**src/rtl/esc_pkg.sv**
```systemverilog
// Shared types and constants for the engine switching controller.
// Assumes CPI values in unsigned Q8.8 and a loss budget in whole percent.
package esc_pkg;

    typedef enum logic {
        ENG_BIG    = 1'b0,
        ENG_LITTLE = 1'b1
    } engine_e;

    // configuration register map
    localparam logic [2:0] CFG_KP     = 3'd0;
    localparam logic [2:0] CFG_KI     = 3'd1;
    localparam logic [2:0] CFG_LOSS   = 3'd2;
    localparam logic [2:0] CFG_LIM_HI = 3'd3;
    localparam logic [2:0] CFG_LIM_LO = 3'd4;

    // loss percent to Q0.16 fraction: L*655/65536 ~ L/100
    localparam int LOSS_SCALE   = 655;
    localparam int LOSS_SHIFT   = 16;
    localparam int LOSS_MIN     = 1;
    localparam int LOSS_MAX     = 20;
    localparam int LOSS_DEFAULT = 5;

endpackage

```
**src/rtl/esc_cfg_regs.sv**
```systemverilog
// Configuration register bank: gains, loss budget and accumulator limits.
// Assumes a single-cycle write strobe; unmapped addresses are dropped and
// the loss budget is clamped into its supported range on write.
module esc_cfg_regs
    import esc_pkg::*;
#(
    parameter int GAIN_W = 16,
    parameter int ACC_W  = 24,
    parameter int LOSS_W = 5,
    parameter int KP_RST = 256,
    parameter int KI_RST = 32,
    parameter int LIM_RST = 16384
) (
    input  logic                     clk,
    input  logic                     rst_n,
    input  logic                     cfg_we,
    input  logic [2:0]               cfg_addr,
    input  logic [ACC_W-1:0]         cfg_wdata,
    output logic signed [GAIN_W-1:0] kp,
    output logic signed [GAIN_W-1:0] ki,
    output logic [LOSS_W-1:0]        loss_pct,
    output logic signed [ACC_W-1:0]  lim_hi,
    output logic signed [ACC_W-1:0]  lim_lo
);

    localparam logic [ACC_W-1:0] W_LOSS_MIN = ACC_W'(LOSS_MIN);
    localparam logic [ACC_W-1:0] W_LOSS_MAX = ACC_W'(LOSS_MAX);

    logic [LOSS_W-1:0] loss_clamped;

    // bound the written loss budget to the supported range
    always_comb begin
        if (cfg_wdata < W_LOSS_MIN)
            loss_clamped = LOSS_W'(LOSS_MIN);
        else if (cfg_wdata > W_LOSS_MAX)
            loss_clamped = LOSS_W'(LOSS_MAX);
        else
            loss_clamped = cfg_wdata[LOSS_W-1:0];
    end

    // register writes with reset defaults
    always_ff @(posedge clk) begin
        if (!rst_n) begin
            kp       <= GAIN_W'(KP_RST);
            ki       <= GAIN_W'(KI_RST);
            loss_pct <= LOSS_W'(LOSS_DEFAULT);
            lim_hi   <= ACC_W'(LIM_RST);
            lim_lo   <= -(ACC_W'(LIM_RST));
        end else if (cfg_we) begin
            case (cfg_addr)
                CFG_KP:     kp       <= cfg_wdata[GAIN_W-1:0];
                CFG_KI:     ki       <= cfg_wdata[GAIN_W-1:0];
                CFG_LOSS:   loss_pct <= loss_clamped;
                CFG_LIM_HI: lim_hi   <= cfg_wdata;
                CFG_LIM_LO: lim_lo   <= cfg_wdata;
                default: ;
            endcase
        end
    end

    // stored loss budget always within the supported range
    p_loss_range_r9: assert property (@(posedge clk) disable iff (!rst_n)
        (loss_pct >= LOSS_W'(LOSS_MIN)) && (loss_pct <= LOSS_W'(LOSS_MAX)));

endmodule

```
**src/rtl/esc_error_calc.sv**
```systemverilog
// Combinational front end: assigns measured and modelled CPI to the big and
// little engines, forms the target CPI from the loss budget, the CPI error
// and the little-minus-big difference. Assumes unsigned Q8.8 inputs.
module esc_error_calc
    import esc_pkg::*;
#(
    parameter int CPI_W  = 16,
    parameter int LOSS_W = 5,
    parameter int ERR_W  = CPI_W + 3,
    parameter int DIFF_W = CPI_W + 1
) (
    input  engine_e                  active,
    input  logic [CPI_W-1:0]         cpi_meas,
    input  logic [CPI_W-1:0]         cpi_est,
    input  logic [LOSS_W-1:0]        loss_pct,
    output logic signed [ERR_W-1:0]  err,
    output logic signed [DIFF_W-1:0] diff
);

    localparam int LK_W   = LOSS_W + 10;
    localparam int PR_W   = CPI_W + LK_W;
    localparam int TGT_W  = CPI_W + 1;

    logic [CPI_W-1:0] big_cpi;
    logic [CPI_W-1:0] little_cpi;
    logic [LK_W-1:0]  loss_k;
    logic [TGT_W-1:0] target;

    // route measured value to the running engine, model to the idle one
    always_comb begin
        if (active == ENG_BIG) begin
            big_cpi    = cpi_meas;
            little_cpi = cpi_est;
        end else begin
            big_cpi    = cpi_est;
            little_cpi = cpi_meas;
        end
    end

    // loss fraction in Q0.16 and stretched big-engine CPI as target
    assign loss_k = LK_W'(loss_pct) * LK_W'(LOSS_SCALE);
    assign target = TGT_W'(big_cpi) +
                    TGT_W'((PR_W'(big_cpi) * PR_W'(loss_k)) >> LOSS_SHIFT);

    // signed error and engine CPI difference
    assign err  = $signed(ERR_W'(target)) - $signed(ERR_W'(cpi_meas));
    assign diff = $signed(DIFF_W'(little_cpi)) - $signed(DIFF_W'(big_cpi));

endmodule

```
**src/rtl/esc_pi_loop.sv**
```systemverilog
// Proportional-integral threshold loop. On each accepted decision it adds
// the error into a clamped accumulator and forms the saturated threshold.
// The next-threshold value is also exported for the decision in that cycle.
module esc_pi_loop #(
    parameter int GAIN_W = 16,
    parameter int ERR_W  = 19,
    parameter int ACC_W  = 24,
    parameter int TH_W   = 24,
    parameter int FRAC   = 8
) (
    input  logic                     clk,
    input  logic                     rst_n,
    input  logic                     fire,
    input  logic                     cfg_quiet,
    input  logic signed [ERR_W-1:0]  err,
    input  logic signed [GAIN_W-1:0] kp,
    input  logic signed [GAIN_W-1:0] ki,
    input  logic signed [ACC_W-1:0]  lim_hi,
    input  logic signed [ACC_W-1:0]  lim_lo,
    output logic signed [TH_W-1:0]   th_next,
    output logic signed [TH_W-1:0]   thresh
);

    localparam int SUM_W  = ACC_W + 1;
    localparam int PROD_W = GAIN_W + ACC_W + 1;
    localparam logic signed [PROD_W-1:0] TH_MAX = PROD_W'((2 ** (TH_W - 1)) - 1);
    localparam logic signed [PROD_W-1:0] TH_MIN = -TH_MAX - PROD_W'(1);

    logic signed [ACC_W-1:0]  acc;
    logic signed [ACC_W-1:0]  acc_next;
    logic signed [SUM_W-1:0]  acc_sum;
    logic signed [PROD_W-1:0] mix;
    logic signed [PROD_W-1:0] mix_sh;

    // accumulate the error and clamp to the programmed limits
    always_comb begin
        acc_sum = SUM_W'(acc) + SUM_W'(err);
        if (acc_sum > SUM_W'(lim_hi))
            acc_next = lim_hi;
        else if (acc_sum < SUM_W'(lim_lo))
            acc_next = lim_lo;
        else
            acc_next = acc_sum[ACC_W-1:0];
    end

    // weighted sum of both terms, rescaled and saturated
    always_comb begin
        mix    = (PROD_W'(kp) * PROD_W'(err)) + (PROD_W'(ki) * PROD_W'(acc_next));
        mix_sh = mix >>> FRAC;
        if (mix_sh > TH_MAX)
            th_next = TH_MAX[TH_W-1:0];
        else if (mix_sh < TH_MIN)
            th_next = TH_MIN[TH_W-1:0];
        else
            th_next = mix_sh[TH_W-1:0];
    end

    // update loop state only on accepted decisions
    always_ff @(posedge clk) begin
        if (!rst_n) begin
            acc    <= '0;
            thresh <= '0;
        end else if (fire) begin
            acc    <= acc_next;
            thresh <= th_next;
        end
    end

    // after an update with consistent limits the accumulator is in range
    p_acc_bound_r6: assert property (@(posedge clk) disable iff (!rst_n)
        fire && cfg_quiet && (lim_lo <= lim_hi) |=> (acc <= lim_hi) && (acc >= lim_lo));

    // the threshold register moves only at an accepted decision
    p_thresh_hold_r10: assert property (@(posedge clk) disable iff (!rst_n)
        !fire |=> $stable(thresh));

endmodule

```
**src/rtl/esc_switch_fsm.sv**
```systemverilog
// Engine selection and switch handshake. Holds the chosen engine and the
// running engine; raises a request when they differ and waits for the ack.
module esc_switch_fsm
    import esc_pkg::*;
#(
    parameter int TH_W   = 24,
    parameter int DIFF_W = 17
) (
    input  logic                     clk,
    input  logic                     rst_n,
    input  logic                     fire,
    input  logic                     sw_done,
    input  logic signed [DIFF_W-1:0] diff,
    input  logic signed [TH_W-1:0]   th_next,
    output engine_e                  sel,
    output engine_e                  active,
    output logic                     sw_req
);

    engine_e want;

    // little engine wins when its CPI penalty fits under the threshold
    always_comb begin
        want = (TH_W'(diff) <= th_next) ? ENG_LITTLE : ENG_BIG;
    end

    // selection, running engine and request register
    always_ff @(posedge clk) begin
        if (!rst_n) begin
            sel    <= ENG_BIG;
            active <= ENG_BIG;
            sw_req <= 1'b0;
        end else if (sw_req) begin
            if (sw_done) begin
                active <= sel;
                sw_req <= 1'b0;
            end
        end else if (fire) begin
            sel    <= want;
            sw_req <= (want != active);
        end
    end

    // pending request stays until acknowledged
    p_req_hold_r7: assert property (@(posedge clk) disable iff (!rst_n)
        sw_req && !sw_done |=> sw_req);

    // an acknowledgment clears the request
    p_req_drop_r7: assert property (@(posedge clk) disable iff (!rst_n)
        sw_req && sw_done |=> !sw_req);

    // a new request always comes with a changed selection
    p_req_on_change_r7: assert property (@(posedge clk) disable iff (!rst_n)
        $rose(sw_req) |-> (sel != $past(sel)));

endmodule

```
**src/rtl/engine_switch_ctrl.sv**
```systemverilog
// Top of the per-quantum engine switching controller. Ties the register
// bank, the error front end, the PI threshold loop and the switch handshake.
// Assumes quantum_done is a single-cycle pulse per quantum boundary.
module engine_switch_ctrl
    import esc_pkg::*;
#(
    parameter int CPI_W  = 16,
    parameter int GAIN_W = 16,
    parameter int ACC_W  = 24,
    parameter int TH_W   = 24,
    parameter int LOSS_W = 5,
    parameter int FRAC   = 8
) (
    input  logic                   clk,
    input  logic                   rst_n,
    input  logic                   quantum_done,
    input  logic [CPI_W-1:0]       cpi_meas,
    input  logic [CPI_W-1:0]       cpi_est,
    input  logic                   sw_done,
    input  logic                   cfg_we,
    input  logic [2:0]             cfg_addr,
    input  logic [ACC_W-1:0]       cfg_wdata,
    output logic                   eng_sel,
    output logic                   sw_req,
    output logic signed [TH_W-1:0] thresh
);

    localparam int ERR_W  = CPI_W + 3;
    localparam int DIFF_W = CPI_W + 1;

    logic signed [GAIN_W-1:0] kp;
    logic signed [GAIN_W-1:0] ki;
    logic [LOSS_W-1:0]        loss_pct;
    logic signed [ACC_W-1:0]  lim_hi;
    logic signed [ACC_W-1:0]  lim_lo;
    logic signed [ERR_W-1:0]  err;
    logic signed [DIFF_W-1:0] diff;
    logic signed [TH_W-1:0]   th_next;
    engine_e                  sel;
    engine_e                  active;
    logic                     fire;

    // decisions are taken only when no switch is outstanding
    assign fire    = quantum_done && !sw_req;
    assign eng_sel = sel;

    esc_cfg_regs #(
        .GAIN_W (GAIN_W),
        .ACC_W  (ACC_W),
        .LOSS_W (LOSS_W)
    ) cfg_i (
        .clk       (clk),
        .rst_n     (rst_n),
        .cfg_we    (cfg_we),
        .cfg_addr  (cfg_addr),
        .cfg_wdata (cfg_wdata),
        .kp        (kp),
        .ki        (ki),
        .loss_pct  (loss_pct),
        .lim_hi    (lim_hi),
        .lim_lo    (lim_lo)
    );

    esc_error_calc #(
        .CPI_W  (CPI_W),
        .LOSS_W (LOSS_W),
        .ERR_W  (ERR_W),
        .DIFF_W (DIFF_W)
    ) calc_i (
        .active   (active),
        .cpi_meas (cpi_meas),
        .cpi_est  (cpi_est),
        .loss_pct (loss_pct),
        .err      (err),
        .diff     (diff)
    );

    esc_pi_loop #(
        .GAIN_W (GAIN_W),
        .ERR_W  (ERR_W),
        .ACC_W  (ACC_W),
        .TH_W   (TH_W),
        .FRAC   (FRAC)
    ) pi_i (
        .clk       (clk),
        .rst_n     (rst_n),
        .fire      (fire),
        .cfg_quiet (!cfg_we),
        .err       (err),
        .kp        (kp),
        .ki        (ki),
        .lim_hi    (lim_hi),
        .lim_lo    (lim_lo),
        .th_next   (th_next),
        .thresh    (thresh)
    );

    esc_switch_fsm #(
        .TH_W   (TH_W),
        .DIFF_W (DIFF_W)
    ) fsm_i (
        .clk     (clk),
        .rst_n   (rst_n),
        .fire    (fire),
        .sw_done (sw_done),
        .diff    (diff),
        .th_next (th_next),
        .sel     (sel),
        .active  (active),
        .sw_req  (sw_req)
    );

    // a quantum arriving during a pending switch leaves outputs untouched
    p_ignore_pending_r8: assert property (@(posedge clk) disable iff (!rst_n)
        sw_req && quantum_done |=> $stable(thresh) && $stable(eng_sel));

    // without a quantum boundary the selection holds
    p_sel_hold_r10: assert property (@(posedge clk) disable iff (!rst_n)
        !quantum_done |=> $stable(eng_sel));

    // reset leaves big selected and nothing requested
    p_reset_state_r1: assert property (@(posedge clk)
        !rst_n |=> !sw_req && !eng_sel && (thresh == '0));

endmodule

```
**config.mk**
```make
export PLATFORM = sky130hd
export DESIGN_NAME = engine_switch_ctrl
export DESIGN_NICKNAME = d
export VERILOG_FILES = /design/src/rtl/esc_pkg.sv /design/src/rtl/esc_cfg_regs.sv /design/src/rtl/esc_error_calc.sv /design/src/rtl/esc_pi_loop.sv /design/src/rtl/esc_switch_fsm.sv /design/src/rtl/engine_switch_ctrl.sv
export SDC_FILE = /design/constraint.sdc
export NUM_CORES = 2
export LEC_CHECK = 0
export BUFFER_PORTS_ARGS = -buffer_cell sky130_fd_sc_hd__buf_4
export CORE_MARGIN = 2
export CORE_UTILIZATION = 35
export DETAILED_ROUTE_END_ITERATION = 12
export GPL_ROUTABILITY_DRIVEN = 0
export PLACE_DENSITY = 0.53
export SLEW_MARGIN = 5
export SYNTH_ARGS = -nofsm -noshare
export SYNTH_HDL_FRONTEND = slang
export SYNTH_SLANG_ARGS = --single-unit
```
**constraint.sdc**
```tcl
create_clock -name clk -period 38.9 [get_ports clk]
set_input_delay 5.835 -clock clk [delete_from_list [all_inputs] [get_ports clk]]
set_output_delay 5.835 -clock clk [all_outputs]
set_load 0.1 [all_outputs]
```
# Word level (Yosys, flattened, before mapping)
# Index checks and enable logic that the tools add are counted.
classes:
  addsub: 5
  mul: 4
  order_cmp: 7
  eq_ne: 5
  n_mux: 12
  bitwise: 1
  reduce_logical: 10
op_table:
  columns: ["operator", "n"]
  rows:
  - ["$mux 24", 4]
  - ["$add 34x40->41", 1]
  - ["$mul 16x24->40", 1]
  - ["$mul 16x18->34", 1]
  - ["$gt 33x24->1 const B", 1]
  - ["$lt 33x24->1 const B", 1]
  - ["$mux 16", 2]
  - ["$mul 16x15->31", 1]
  - ["$add 24x18->25", 1]
  - ["$gt 25x24->1", 1]
  - ["$lt 25x24->1", 1]
  - ["$gt 24x5->1 const B", 1]
  - ["$le 17x24->1", 1]
  - ["$lt 24x1->1 const B", 1]
  - ["$sub 17x16->18", 1]
  - ["$add 16x15->17", 1]
  - ["$sub 16x16->17", 1]
  - ["$mul 5x10->15 const B", 1]
  - ["$reduce_and 2->1", 7]
  - ["$mux 5", 2]
  - ["$eq 3x2->1 const B", 2]
  - ["$mux 1", 4]
  - ["$eq 3x1->1 const B", 1]
  - ["$eq 3x3->1 const B", 1]
  - ["other kinds (5)", 5]
totals:
  regBits: 136
  input_bits: 64
  out_inout_bits: 26
  word_cells: 54

# Logic depth before layout (Yosys ltp)
depth:
  word_depth: 18
  ltp_mapped: 125
  mapped_depth_nobuf: 120

# Hierarchy
# Synthesis repeated with hierarchy kept, for this count alone.
unflattened:
  hier_cells: 5244
  hier_area_um2: 45477.4
modules_own_cells:
  columns: ["module", "n_inst", "cells_each", "area_each_um2", "seq_area_each_um2"]
  rows:
  - ["esc_pi_loop", 1, 3433, 30499.3, 960.9]
  - ["esc_error_calc", 1, 1315, 11096.9, 0.0]
  - ["esc_cfg_regs", 1, 389, 3060.4, 1701.6]
  - ["esc_switch_fsm", 1, 105, 803.3, 60.1]
  - ["engine_switch_ctrl", 1, 2, 17.5, 0.0]

# Least setup slack after synthesis
# Ideal clock, no wire load.
synth_path:
  kind: "input -> register"
  start: "in cpi_meas[7]"
  end: "reg fsm_i.sw_req"
  setup_ns: 0.128
  arrival_ns: 28.743
  t_required_ns: 38.772
  slack_ns: 10.029
  stages: 106
  path_buffers: 7
  path_cell_list: "inv_1 > o21ai_0 > clkbuf_1 > nand2_1 > fa_1 > inv_1 > fa_1 > fa_1 > fa_1 > fa_1 > inv_1 > fa_1 > inv_1 > ha_1 > a21o_1 > a21oi_1 > o2111ai_1 > a31o_2 > [70 not listed] > buf_2 > a21oi_1 > ha_1 > a21o_1 > a21o_1 > a21o_1 > a21oi_1 > nor2b_1 > o21ai_0 > nand2b_1 > a21oi_1 > nor3_1 > a211oi_1 > o21ai_0 > a21oi_1 > xnor2_1 > a21oi_1 > nor2_1"
synth_between:
  elab_chain_cells: 18
  elab_cells_between_ends: 23
  cone_classes: "add/sub (5); mul (3); order compare (5); eq/ne (1); mux (9)"
synth_rtl:
  columns: ["item", "line_no", "rtl"]
  rows:
  - ["start: declaration", "engine_switch_ctrl.sv:17", "input logic [CPI_W-1:0] cpi_meas,"]
  - ["$mux 16", "esc_error_calc.sv:31", "if (active == ENG_BIG) begin"]
  - ["$mul 16x15->31", "esc_error_calc.sv:43", "TGT_W'((PR_W'(big_cpi) * PR_W'(loss_k)) >> LOSS_SHIFT);"]
  - ["$add 16x15->17", "esc_error_calc.sv:42", "assign target = TGT_W'(big_cpi) +"]
  - ["$sub 17x16->18", "esc_error_calc.sv:46", "assign err = $signed(ERR_W'(target)) - $signed(ERR_W'(cpi_meas));"]
  - ["$add 24x18->25", "esc_pi_loop.sv:37", "acc_sum = SUM_W'(acc) + SUM_W'(err);"]
  - ["$lt 25x24->1", "esc_pi_loop.sv:40", "else if (acc_sum < SUM_W'(lim_lo))"]
  - ["$mux 24", "esc_pi_loop.sv:40", null]
  - ["$mux 24", "esc_pi_loop.sv:38", "if (acc_sum > SUM_W'(lim_hi))"]
  - ["[2 not listed]", null, null]
  - ["$lt 33x24->1", "esc_pi_loop.sv:52", "else if (mix_sh < TH_MIN)"]
  - ["$mux 24", "esc_pi_loop.sv:52", null]
  - ["$mux 24", "esc_pi_loop.sv:50", "if (mix_sh > TH_MAX)"]
  - ["$le 17x24->1 (*)", "esc_switch_fsm.sv:24", "want = (TH_W'(diff) <= th_next) ? ENG_LITTLE : ENG_BIG;"]
  - ["$mux 1 (*)", "esc_switch_fsm.sv:24", null]
  - ["$ne 1x1->1 (*)", "esc_switch_fsm.sv:40", "sw_req <= (want != active);"]
  - ["$mux 1 (*)", "esc_switch_fsm.sv:38", "end else if (fire) begin"]
  - ["$mux 1 (*)", "esc_switch_fsm.sv:33", "end else if (sw_req) begin"]
  - ["end signal: assignment", "esc_switch_fsm.sv:40", null]
  - ["end: declaration", "esc_switch_fsm.sv:17", "output logic sw_req"]
# Mark *: on every way between the ends. The rest lies on a longest branch, timed or not.
# A chain may end at the register's enable or synchronous reset.

# Worst setup path after layout
layout_path:
  start: "in cpi_meas[12]"
  end: "reg fsm_i.sw_req"
# Same word-level chain as after synthesis.

==> metrics list <==
- Setup slack on the worst reg-to-reg path comes out at 9.13 ns.
- Dividing the synthesized area by the synthesized cell count gives 8.65 um2.
* Smallest hold slack: 0.461 ns
* Post-detailed-route via-to-cell ratio: 4.88
- Element type at the critical path start: input port
- Total negative setup slack: 0 ns
* Number of setup buffers added after CTS: 0
- In this run, post-CTS hold repair placed 0 buffers.
- The run finished with clean final reports.
- Aggregate routed wire length: 126000 um
- Number of flops mapped to enable cells by yosys: 0
* Share of the synthesized area in the top cell type: 43.5%
* Most area-hungry cell type in the Yosys netlist: sky130_fd_sc_hd__fa_1
- Total CTS buffers: 17
* Largest fanout of any net on the critical path: 27
- The tree is rooted in a sky130_fd_sc_hd__clkbuf_16.
- TritonCTS built the clock tree.
* Portion of the clock cycle consumed by the worst path in the final layout: 80.3%
- Counting every sink on the clock net gives 136.
* RSZ-0062 raised after global routing: false
- No sink is reached through more buffers than the 2 on the longest clock path.
- On the final layout, the worst clock skew is 0.0153 ns.
- Largest stage delay on the critical path: 0.80 ns
* Cell count after synthesis: 5052
- The detailed router finished its first iteration with 1958 violations.
- From synthesis to final layout, the design area changed by 7.60%.
- The most used flip-flop cell after synthesis is sky130_fd_sc_hd__dfxtp_1.
- The die covers 0.128 mm2.
- Cell with the most instances after synthesis: sky130_fd_sc_hd__inv_1
* Maximum level of the CTS H-tree: 4
- The first global-routing pass estimated 203000 um of wire.
* Critical Path End Type: flop
- Across every metal layer, demand over resource in global routing totals 20.6%.
- The initial antenna violation count was 3.
- Yosys printed 0 warnings.
- The worst register-to-register path has a depth of 107.
- Mean routed wirelength per cell: 18.8 um
- The detailed router placed 32700 vias in this run.
- Number of ports placed on the die boundary: 90
* Worst-Skew Late Latency: 0.49 ns
- Max Fclk: 32.0 MHz
* Fillers: 12700
* Fraction of synthesis flops using an asynchronous set or reset pin: 0%
* Clock transition at the registers of the reported paths: 0.06 ns
- Along the worst hold path, the cell count comes to 2.
- The die is 357 um wide.
- Summing the sequential cell areas from Yosys gives 6.23% of the chip area.
- Synthesis-stage register bit count: 136
- Vias in the first global route: 34800
* Number of search-and-repair iterations in the first detailed-routing pass: 8
* Row Count: 129
* Antenna-violating nets left: 0
- The HPWL after detailed placement is 107000 um.
- Headroom to the max-slew limit: 15.9%
- Of the cells placed in the final design, the portion with a size suffix greater than 1 is 6.04%.
- Cts repair resizes: 0
- Setup crit end: fsm_i.sw_req
- Post-layout net count: 6464
- For the finished layout, the period the worst path requires is 31.25 ns.
* Setup violators final: 0
* Cell with the largest stage delay on the worst path: sky130_fd_sc_hd__xnor2_2
* Critical path launch point: cpi_meas[12]
- Height of the chip: 357 um
- Data on the critical path arrives at its endpoint at 31.60 ns.
- Once the floorplan was initialized, standard cells occupied 35.3% of the core.
- After synthesis the cells add up to 0.0437 mm2.
- Most frequent cells after synthesis: sky130_fd_sc_hd__inv_1, sky130_fd_sc_hd__fa_1, sky130_fd_sc_hd__nand2_1, sky130_fd_sc_hd__ha_1, sky130_fd_sc_hd__and2_1
* Actual slew at the worst max-slew pin: 1.26 ns
- Max-cap violation count: 0
- Top area cells in the synthesized netlist: sky130_fd_sc_hd__fa_1, sky130_fd_sc_hd__ha_1, sky130_fd_sc_hd__inv_1
* Maximum number of pins on one net before global-route repair: 85
- DRC violation count after routing: 0
* Number of buffers added on ports: 89
- Origin of the critical flop-to-flop path: cfg_i.loss_pct[0]
* Required @ worst endpoint: 39.25 ns
* Crit Path Class: input port to flop
- Summed over all layers, the global routing overflow is 0.
* Total count of hold-check failures in the final report: 0
* Synth cell types: 71
* Crit Reg-Reg Endpoint: fsm_i.sw_req
* Core region area: 0.124 mm2
- Tightest Hold Check Type: flop to flop
- Counting every net in the synthesized netlist gives 6479.
- Max-slew violation total from the final report: 0
area by class of cell:
| type | instances | area [um2] | share of cell area, % |
|---|---|---|---|
| multi-input combinational | 3585 | 36100 | 76.8 |
| clock buffer | 18 | 429 | 0.913 |
| sequential | 136 | 2720 | 5.80 |
| inverter | 1121 | 4210 | 8.96 |
| antenna | 1 | 2.50 | 0.00532 |
| timing repair buffer | 176 | 1320 | 2.81 |
| clock inverter | 13 | 173 | 0.367 |
| tap | 1637 | 2050 | 4.36 |
kinds of logic after synthesis:
family | after synthesis | share of synthesized area, %
AOI/OAI and AO/OA | 554 | 8.10
xor gates and xnor gates | 112 | 2.25
adders and majority gates | 1363 | 55.3
buffers and inverters | 1331 | 11.5
DFF | 136 | 6.23
muxes | 42 | 1.04
and+or+nand+nor | 1514 | 15.6
worst min path at each step:
stage                     startpoint          endpoint  slack [ns]
detailed placement  cfg_i.lim_hi[11]  cfg_i.lim_hi[11]        0.45
CTS                 cfg_i.lim_hi[11]  cfg_i.lim_hi[11]        0.46
floorplan           cfg_i.lim_hi[10]  cfg_i.lim_hi[10]        0.44
finish              cfg_i.lim_hi[11]  cfg_i.lim_hi[11]        0.46
global route            pi_i.acc[11]      pi_i.acc[11]        0.48
global placement    cfg_i.lim_hi[12]  cfg_i.lim_hi[12]        0.44
critical path, delay by kind of cell:
kind                     cells  cell delay (ns)
buffers and inverters       11             1.57
AO/OA/AOI/OAI               43             9.39
AND/OR/NAND/NOR             17             3.45
multiplexers                 3             0.70
XOR/XNOR                     3             1.12
adder cells (fa/ha/maj)     21             9.45
layer usage:
layer / share of wire (%) / wire, um / GRT usage [%] / vias to the layer above
met5: 0 / 0 / 0 / -
met4: 1.5 / 1900 / 3.57 / 0
met3: 5.7 / 7160 / 3.44 / 93
met2: 46 / 57600 / 33.0 / 721
met1: 47 / 58900 / 29.7 / 16700
li1: - / - / - / 15200
through the flow:
stage / util, % / cell area [um2] / std cells / worst slack [ns]
global placement: 37.5 / 46400 / 6655 / 7.34
global route: 38.0 / 47000 / 6686 / 5.83
finish: 38.0 / 47000 / 6687 / 7.65
floorplan: - / 43700 / 5052 / 10.03
CTS: 38.0 / 47000 / 6686 / 7.63
detailed placement: 37.5 / 46400 / 6655 / 7.22
state kept, by name, summed over array words and instances (netlist names):
register / count
fsm_i.sw_req: 1
cfg_i.ki: 16
fsm_i.active: 1
cfg_i.lim_hi: 24
pi_i.thresh: 24
pi_i.acc: 24
fsm_i.sel: 1
cfg_i.loss_pct: 5
cfg_i.lim_lo: 24
cfg_i.kp: 16
placed cells by master (no fill, tap or decap), types with 21 or more instances in the layout:
master and instances:
sky130_fd_sc_hd__nor2_1 207, sky130_fd_sc_hd__nand2b_1 30, sky130_fd_sc_hd__nand2_1 849, sky130_fd_sc_hd__o21a_1 23, sky130_fd_sc_hd__nand4_1 27, sky130_fd_sc_hd__o21ai_0 88, sky130_fd_sc_hd__xor2_1 33, sky130_fd_sc_hd__ha_1 415
sky130_fd_sc_hd__xnor2_1 65, sky130_fd_sc_hd__nand3_1 34, sky130_fd_sc_hd__and2_1 233, sky130_fd_sc_hd__nor3_1 22, sky130_fd_sc_hd__a21oi_1 207, sky130_fd_sc_hd__fa_1 948, sky130_fd_sc_hd__mux2_2 26, sky130_fd_sc_hd__o21ai_1 21
sky130_fd_sc_hd__a21o_1 64, sky130_fd_sc_hd__dfxtp_1 135, sky130_fd_sc_hd__nor2b_1 56, sky130_fd_sc_hd__buf_4 176, sky130_fd_sc_hd__inv_1 1115
Power is not shown: default switching activity piles up to over one toggle a cycle in this logic, so the estimate is an artifact.
